<file path="src/rtl/xbus_arb_pkg.sv">
package xbus_arb_pkg;
  typedef enum logic [1:0] {
    OWN_CPU  = 2'd0,
    OWN_EXT  = 2'd1,
    HANDOVER = 2'd2
  } own_e;
endpackage

</file>
<file path="src/rtl/xbus_arb_decide.sv">
module xbus_arb_decide
  import xbus_arb_pkg::*;
(
  input  own_e state,
  input  own_e target,
  input  logic cpu_req,
  input  logic cpu_rel_ok,
  input  logic ext_req,
  input  logic idle_done,
  output own_e state_nxt,
  output own_e target_nxt,
  output logic start_idle
);
  always_comb begin
    state_nxt  = state;
    target_nxt = target;
    start_idle = 1'b0;
    unique case (state)
      OWN_CPU: begin
        if (ext_req && (cpu_rel_ok || !cpu_req)) begin
          state_nxt  = HANDOVER;
          target_nxt = OWN_EXT;
          start_idle = 1'b1;
        end
      end
      OWN_EXT: begin
        if (!ext_req && cpu_req) begin
          state_nxt  = HANDOVER;
          target_nxt = OWN_CPU;
          start_idle = 1'b1;
        end
      end
      HANDOVER: begin
        if (idle_done) begin
          if (ext_req)      state_nxt = OWN_EXT;
          else if (cpu_req) state_nxt = OWN_CPU;
          else              state_nxt = target;
        end
      end
      default: state_nxt = OWN_CPU;
    endcase
  end
endmodule

</file>
<file path="src/rtl/xbus_arb_idle_ctl.sv">
module xbus_arb_idle_ctl #(
  parameter int IDLE_CYCLES = 1
) (
  input  logic clk,
  input  logic rst_n,
  input  logic start,
  input  logic active,
  output logic done
);
  localparam int CW = (IDLE_CYCLES > 1) ? $clog2(IDLE_CYCLES) : 1;
  localparam logic [CW-1:0] LAST = CW'(IDLE_CYCLES - 1);

  logic [CW-1:0] cnt_q, cnt_d;
  logic          cnt_en;

  assign done = active && (cnt_q == LAST);

  always_comb begin
    cnt_en = start || (active && !done);
    cnt_d  = start ? '0 : cnt_q + 1'b1;
  end

  always_ff @(posedge clk or negedge rst_n) begin
    if (!rst_n)      cnt_q <= '0;
    else if (cnt_en) cnt_q <= cnt_d;
  end
endmodule

</file>
<file path="src/rtl/xbus_arb_pin_mux.sv">
module xbus_arb_pin_mux #(
  parameter int NSTB = 5
) (
  input  logic            sel_cpu,
  input  logic            sel_ext,
  input  logic [NSTB-1:0] cpu_strb_n,
  input  logic [NSTB-1:0] ext_strb_n,
  input  logic            cpu_data_oe,
  input  logic            ext_data_oe,
  output logic            addr_hold,
  output logic            bus_data_oe,
  output logic [NSTB-1:0] bus_strb_n
);
  logic idle;
  assign idle        = !sel_cpu && !sel_ext;
  assign addr_hold   = idle;
  assign bus_data_oe = (sel_cpu && cpu_data_oe) || (sel_ext && ext_data_oe);

  for (genvar i = 0; i < NSTB; i++) begin : g_strb
    always_comb begin
      if (sel_cpu)      bus_strb_n[i] = cpu_strb_n[i];
      else if (sel_ext) bus_strb_n[i] = ext_strb_n[i];
      else              bus_strb_n[i] = 1'b1;
    end
  end
endmodule

</file>
<file path="src/rtl/xbus_owner_arbiter.sv">
module xbus_owner_arbiter
  import xbus_arb_pkg::*;
#(
  parameter int IDLE_CYCLES = 1,
  parameter int NSTB        = 5
) (
  input  logic            clk,
  input  logic            rst_n,
  input  logic            cpu_req,
  input  logic            cpu_rel_ok,
  input  logic            ext_req,
  input  logic [NSTB-1:0] cpu_strb_n,
  input  logic [NSTB-1:0] ext_strb_n,
  input  logic            cpu_data_oe,
  input  logic            ext_data_oe,
  output logic            cpu_ack,
  output logic            ext_ack,
  output logic            addr_hold,
  output logic            bus_data_oe,
  output logic [NSTB-1:0] bus_strb_n
);
  own_e state_q, state_d, target_q, target_d;
  logic start_idle, idle_done, st_en;

  xbus_arb_decide u_decide (
    .state      (state_q),
    .target     (target_q),
    .cpu_req    (cpu_req),
    .cpu_rel_ok (cpu_rel_ok),
    .ext_req    (ext_req),
    .idle_done  (idle_done),
    .state_nxt  (state_d),
    .target_nxt (target_d),
    .start_idle (start_idle)
  );

  xbus_arb_idle_ctl #(.IDLE_CYCLES(IDLE_CYCLES)) u_idle (
    .clk    (clk),
    .rst_n  (rst_n),
    .start  (start_idle),
    .active (state_q == HANDOVER),
    .done   (idle_done)
  );

  assign st_en = (state_d != state_q) || (target_d != target_q);

  always_ff @(posedge clk or negedge rst_n) begin
    if (!rst_n) begin
      state_q  <= OWN_CPU;
      target_q <= OWN_CPU;
    end else if (st_en) begin
      state_q  <= state_d;
      target_q <= target_d;
    end
  end

  assign cpu_ack = (state_q == OWN_CPU);
  assign ext_ack = (state_q == OWN_EXT);

  xbus_arb_pin_mux #(.NSTB(NSTB)) u_pins (
    .sel_cpu     (cpu_ack),
    .sel_ext     (ext_ack),
    .cpu_strb_n  (cpu_strb_n),
    .ext_strb_n  (ext_strb_n),
    .cpu_data_oe (cpu_data_oe),
    .ext_data_oe (ext_data_oe),
    .addr_hold   (addr_hold),
    .bus_data_oe (bus_data_oe),
    .bus_strb_n  (bus_strb_n)
  );
endmodule

</file>
<file path="config.mk">
export PLATFORM = sky130hd
export DESIGN_NAME = xbus_owner_arbiter
export DESIGN_NICKNAME = d
export VERILOG_FILES = /design/src/rtl/xbus_arb_pkg.sv /design/src/rtl/xbus_arb_decide.sv /design/src/rtl/xbus_arb_idle_ctl.sv /design/src/rtl/xbus_arb_pin_mux.sv /design/src/rtl/xbus_owner_arbiter.sv
export SDC_FILE = /design/constraint.sdc
export NUM_CORES = 1
export LEC_CHECK = 0
export BUFFER_PORTS_ARGS = -buffer_cell sky130_fd_sc_hd__buf_4
export CAP_MARGIN = 10
export CORE_AREA = 4 4 41 43
export DETAILED_ROUTE_END_ITERATION = 8
export DIE_AREA = 0 0 45 47
export PLACE_DENSITY = 0.61
export SLEW_MARGIN = 20
export SYNTH_ARGS = -nofsm -noshare
export SYNTH_HDL_FRONTEND = slang
export SYNTH_HIERARCHICAL = 1
export SYNTH_SLANG_ARGS = --single-unit
</file>
<file path="constraint.sdc">
create_clock -name clk -period 1.6 [get_ports clk]
set_clock_uncertainty 0.15 [all_clocks]
set_input_delay 0.08 -clock clk [delete_from_list [all_inputs] [get_ports clk]]
set_output_delay 0.08 -clock clk [all_outputs]
set_load 0.03 [all_outputs]
</file>
==> run_results.csv <==
group,metric,value,unit
worst_setup_path,worst-path-buf-inv,1,
final_layout,multiInputGateArea,337,µm²
routing,via_per_inst,4.68,
sta,max_freq,649,MHz
final_layout,fillCellCount,119,
routing,drc_errors,0,
floorplan,die_y,47,µm
worst_setup_path,cp.arrival,1310,ps
power_and_ir_drop,peakVddDrop,974,µV
sta,fin_setup_tns,0,ps
status,status,"finished, final reports clean",
sta,final.period_utilization,96.3,%
cts,cts_tree,"done",
worst_setup_path,slowest_delay,440,ps
power_and_ir_drop,power_density,1960,mW/mm²
synthesis,yosys_warnings,6,
global_routing,overflow,0,
final_layout,drive_gt1_share,61.3,%
placed_design,port_buffers,25,
cts,htreeDepth,1,
power_and_ir_drop,power.total,1.58,mW
final_layout,area_growth_syn_to_layout,104,%
sta,rsz0062_at_grt,"true",
final_layout,layout.area.seq,128,µm²
sta,hold_violations,0,
synthesis,synth-seq-cells,5,
worst_setup_path,worstSetupStartpointType,"register",
worst_setup_path,crit_fanout,5,
cts,cts_buffers,3,
synthesis,syn_area_per_cell,8.21,µm²
floorplan,die_area,0.00212,mm²
power_and_ir_drop,p_leak,0.387,nW
placed_design,gp_congestion,0.770,
sta,slew_violations,0,
global_routing,grt_pass1_wl,1.73,mm
floorplan,die_w,45,µm
routing,dr.pass1.iters,2,
synthesis,syn-num-nets,65,
synthesis,syn_area,394,µm²
cts,cts.clk_slew.worst_paths,40,ps
synthesis,synth-seq-area-share,31.7,%
cts,clock_latency,230,ps
cts,cts_root_buffer,"clkbuf_4",
global_routing,grt_max_degree,8,
sta,period_needed,1540,ps
global_routing,grtUsageTotal,11.3,%
routing,drt_iter0_drc,1,
worst_setup_path,path_delay_family,"flip-flops",
worst_setup_path,end_kind,"primary output",
final_layout,num-nets-final,98,
floorplan,io-pin-count,26,
placed_design,dpl_cell_area,716,µm²
synthesis,synth_top_area_share,31.7,%
global_routing,grt_antenna_before_repair,0,
final_layout,fin_area,803,µm²
floorplan,start_util,30.3,%
routing,wl_per_cell,11.6,µm
placed_design,dp_hpwl,879,µm
sta,worst_pin_slew,217,ps
run,maxCapViolations,0,
hold_path,hold_path_class,"in2async",
routing,routed-via-count,445,
global_routing,grt_pass1_vias,444,
worst_setup_path,critPathKind,"reg2out",
sta,setup_viol,0,
synthesis,ys_types,20,
floorplan,core.rowCount,13,
final_layout,antenna_cells,0,
cts,clock_sinks,5,
synthesis,synthCells,48,
floorplan,coreArea,0.00130,mm²
synthesis,yosysTopAreaCell,"dfrtp_1",
cts,clk_path_buf_depth,2,
sta,slew_headroom,85.5,%
routing,antenna_left,0,
worst_setup_path,crit_slowest_cell,"dfrtp_2",
worst_setup_path,worstPathCellList,"nor2_4, nand2b_4, a2bb2oi_4, buf_6",
synthesis,synthTopCellsByArea,"dfrtp_1 (32%), a2bb2oi_1 (11%), inv_1 (5.7%)",
routing,wirelength,1.10,mm
worst_setup_path,required,1370,ps
[path summary, 6_finish.rpt]
path	start	to	slack [ps]	cells past startpoint
worst max-delay path	state_q[1]	bus_strb_n[2]	60	4
worst min-delay path	rst_n	u_idle/cnt_q	20	2
worst max register to register	state_q[0]	state_q[1]	110	5
worst min register to register	target_q[1]	target_q[1]	330	1
max in group asynchronous	rst_n	state_q[0]	1160	2
min in group clk	cpu_rel_ok	target_q[0]	20	3
[power breakdown]
| part | total, mW | internal (mW) | switching [mW] |
|---|---|---|---|
| logic | 1.22 | 0.592 | 0.626 |
| registers | 0.219 | 0.169 | 0.0506 |
| clock network | 0.139 | 0.0938 | 0.0450 |
| total | 1.58 | 0.855 | 0.721 |
[cell usage in the layout (no fill, tap or decap)]
master	Yosys	final
buf_4	0	26
inv_1	6	6
buf_6	0	5
a2bb2oi_4	0	5
clkbuf_4	0	3
dfrtp_1	5	3
a21oi_1	3	3
nor2_1	4	3
and2b_2	2	2
dlygate4sd3_1	0	2
dfrtp_2	0	2
nor2b_1	3	2
nor3_1	2	2
and2b_1	2	2
nand2b_1	3	2
nor2_4	0	1
nor2b_4	0	1
clkbuf_1	4	1
nor2b_2	1	1
a22oi_2	1	1
o21a_1	1	1
o2bb2ai_1	1	1
a21boi_0	1	1
o22ai_1	1	1
nor3b_2	1	1
a22o_1	1	1
nand2b_4	0	1
[cells in the mapped netlist]
master	n
o21a_1	1
dfrtp_1	5
o22ai_1	1
buf_2	1
clkbuf_1	4
inv_1	6
nor3_1	2
a22oi_2	1
o2bb2ai_1	1
a2bb2oi_1	5
nor3b_2	1
a21boi_0	1
and2b_2	2
nand2b_1	3
a22o_1	1
nor2b_2	1
nor2_1	4
nor2b_1	3
a21oi_1	3
and2b_1	2
[registers in the layout (all words and copies together) (netlist names)]
register and flops:
state_q 2, u_idle/cnt_q 1, target_q 2
[worst register-to-register path, stage by stage (launching register included)]
cell and delay, ps:
dfrtp_2 420, buf_4 160, and2b_2 220, and2b_2 150, a21boi_0 160, o22ai_1 100
[cell type report]
| type | instances | share of cell area (%) |
|---|---|---|
| flip-flops and latches | 5 | 15.9 |
| repair buffers | 33 | 33.8 |
| multi-input cells | 32 | 41.9 |
| inverters | 6 | 2.80 |
| well taps | 15 | 2.34 |
| clock buffers | 4 | 3.27 |
[cell families after synthesis]
| kind of cell | Yosys count | share of synthesized area, % |
|---|---|---|
| and+or+nand+nor | 18 | 29.5 |
| AOI/OAI and AO/OA | 14 | 27.9 |
| buffers and inverters | 11 | 10.8 |
| DFF | 5 | 31.7 |
[stage by stage]
| step | instances | util (%) | setup slack (ps) | hold slack (ps) |
|---|---|---|---|---|
| floorplan | 48 | - | 0.0956 | -366 |
| global placement | 87 | 55.0 | 179 | -267 |
| detailed placement | 87 | 55.0 | 160 | -267 |
| CTS | 94 | 59.2 | 18.9 | 15.2 |
| global route | 95 | 61.7 | -14.6 | 17.6 |
| finish | 95 | 61.7 | 59.9 | 21.1 |
[what timing repair did]
action                     in CTS  in global routing
pin swaps                       0                  0
setup endpoints to repair       6                  6
setup buffers                   1                  1
hold buffers                    2                  0
hold endpoints to repair        7                  0
gates resized for setup         1                  7
[metal layers]
layer	global-route usage, %	vias up	share of wire [%]
li1	-	224	-
met1	12.9	206	37
met2	20.1	15	53
met3	1.53	0	9.5
met4	7.02	0	0
met5	0	-	0
No activity file was read; power rests on OpenSTA's default activity.
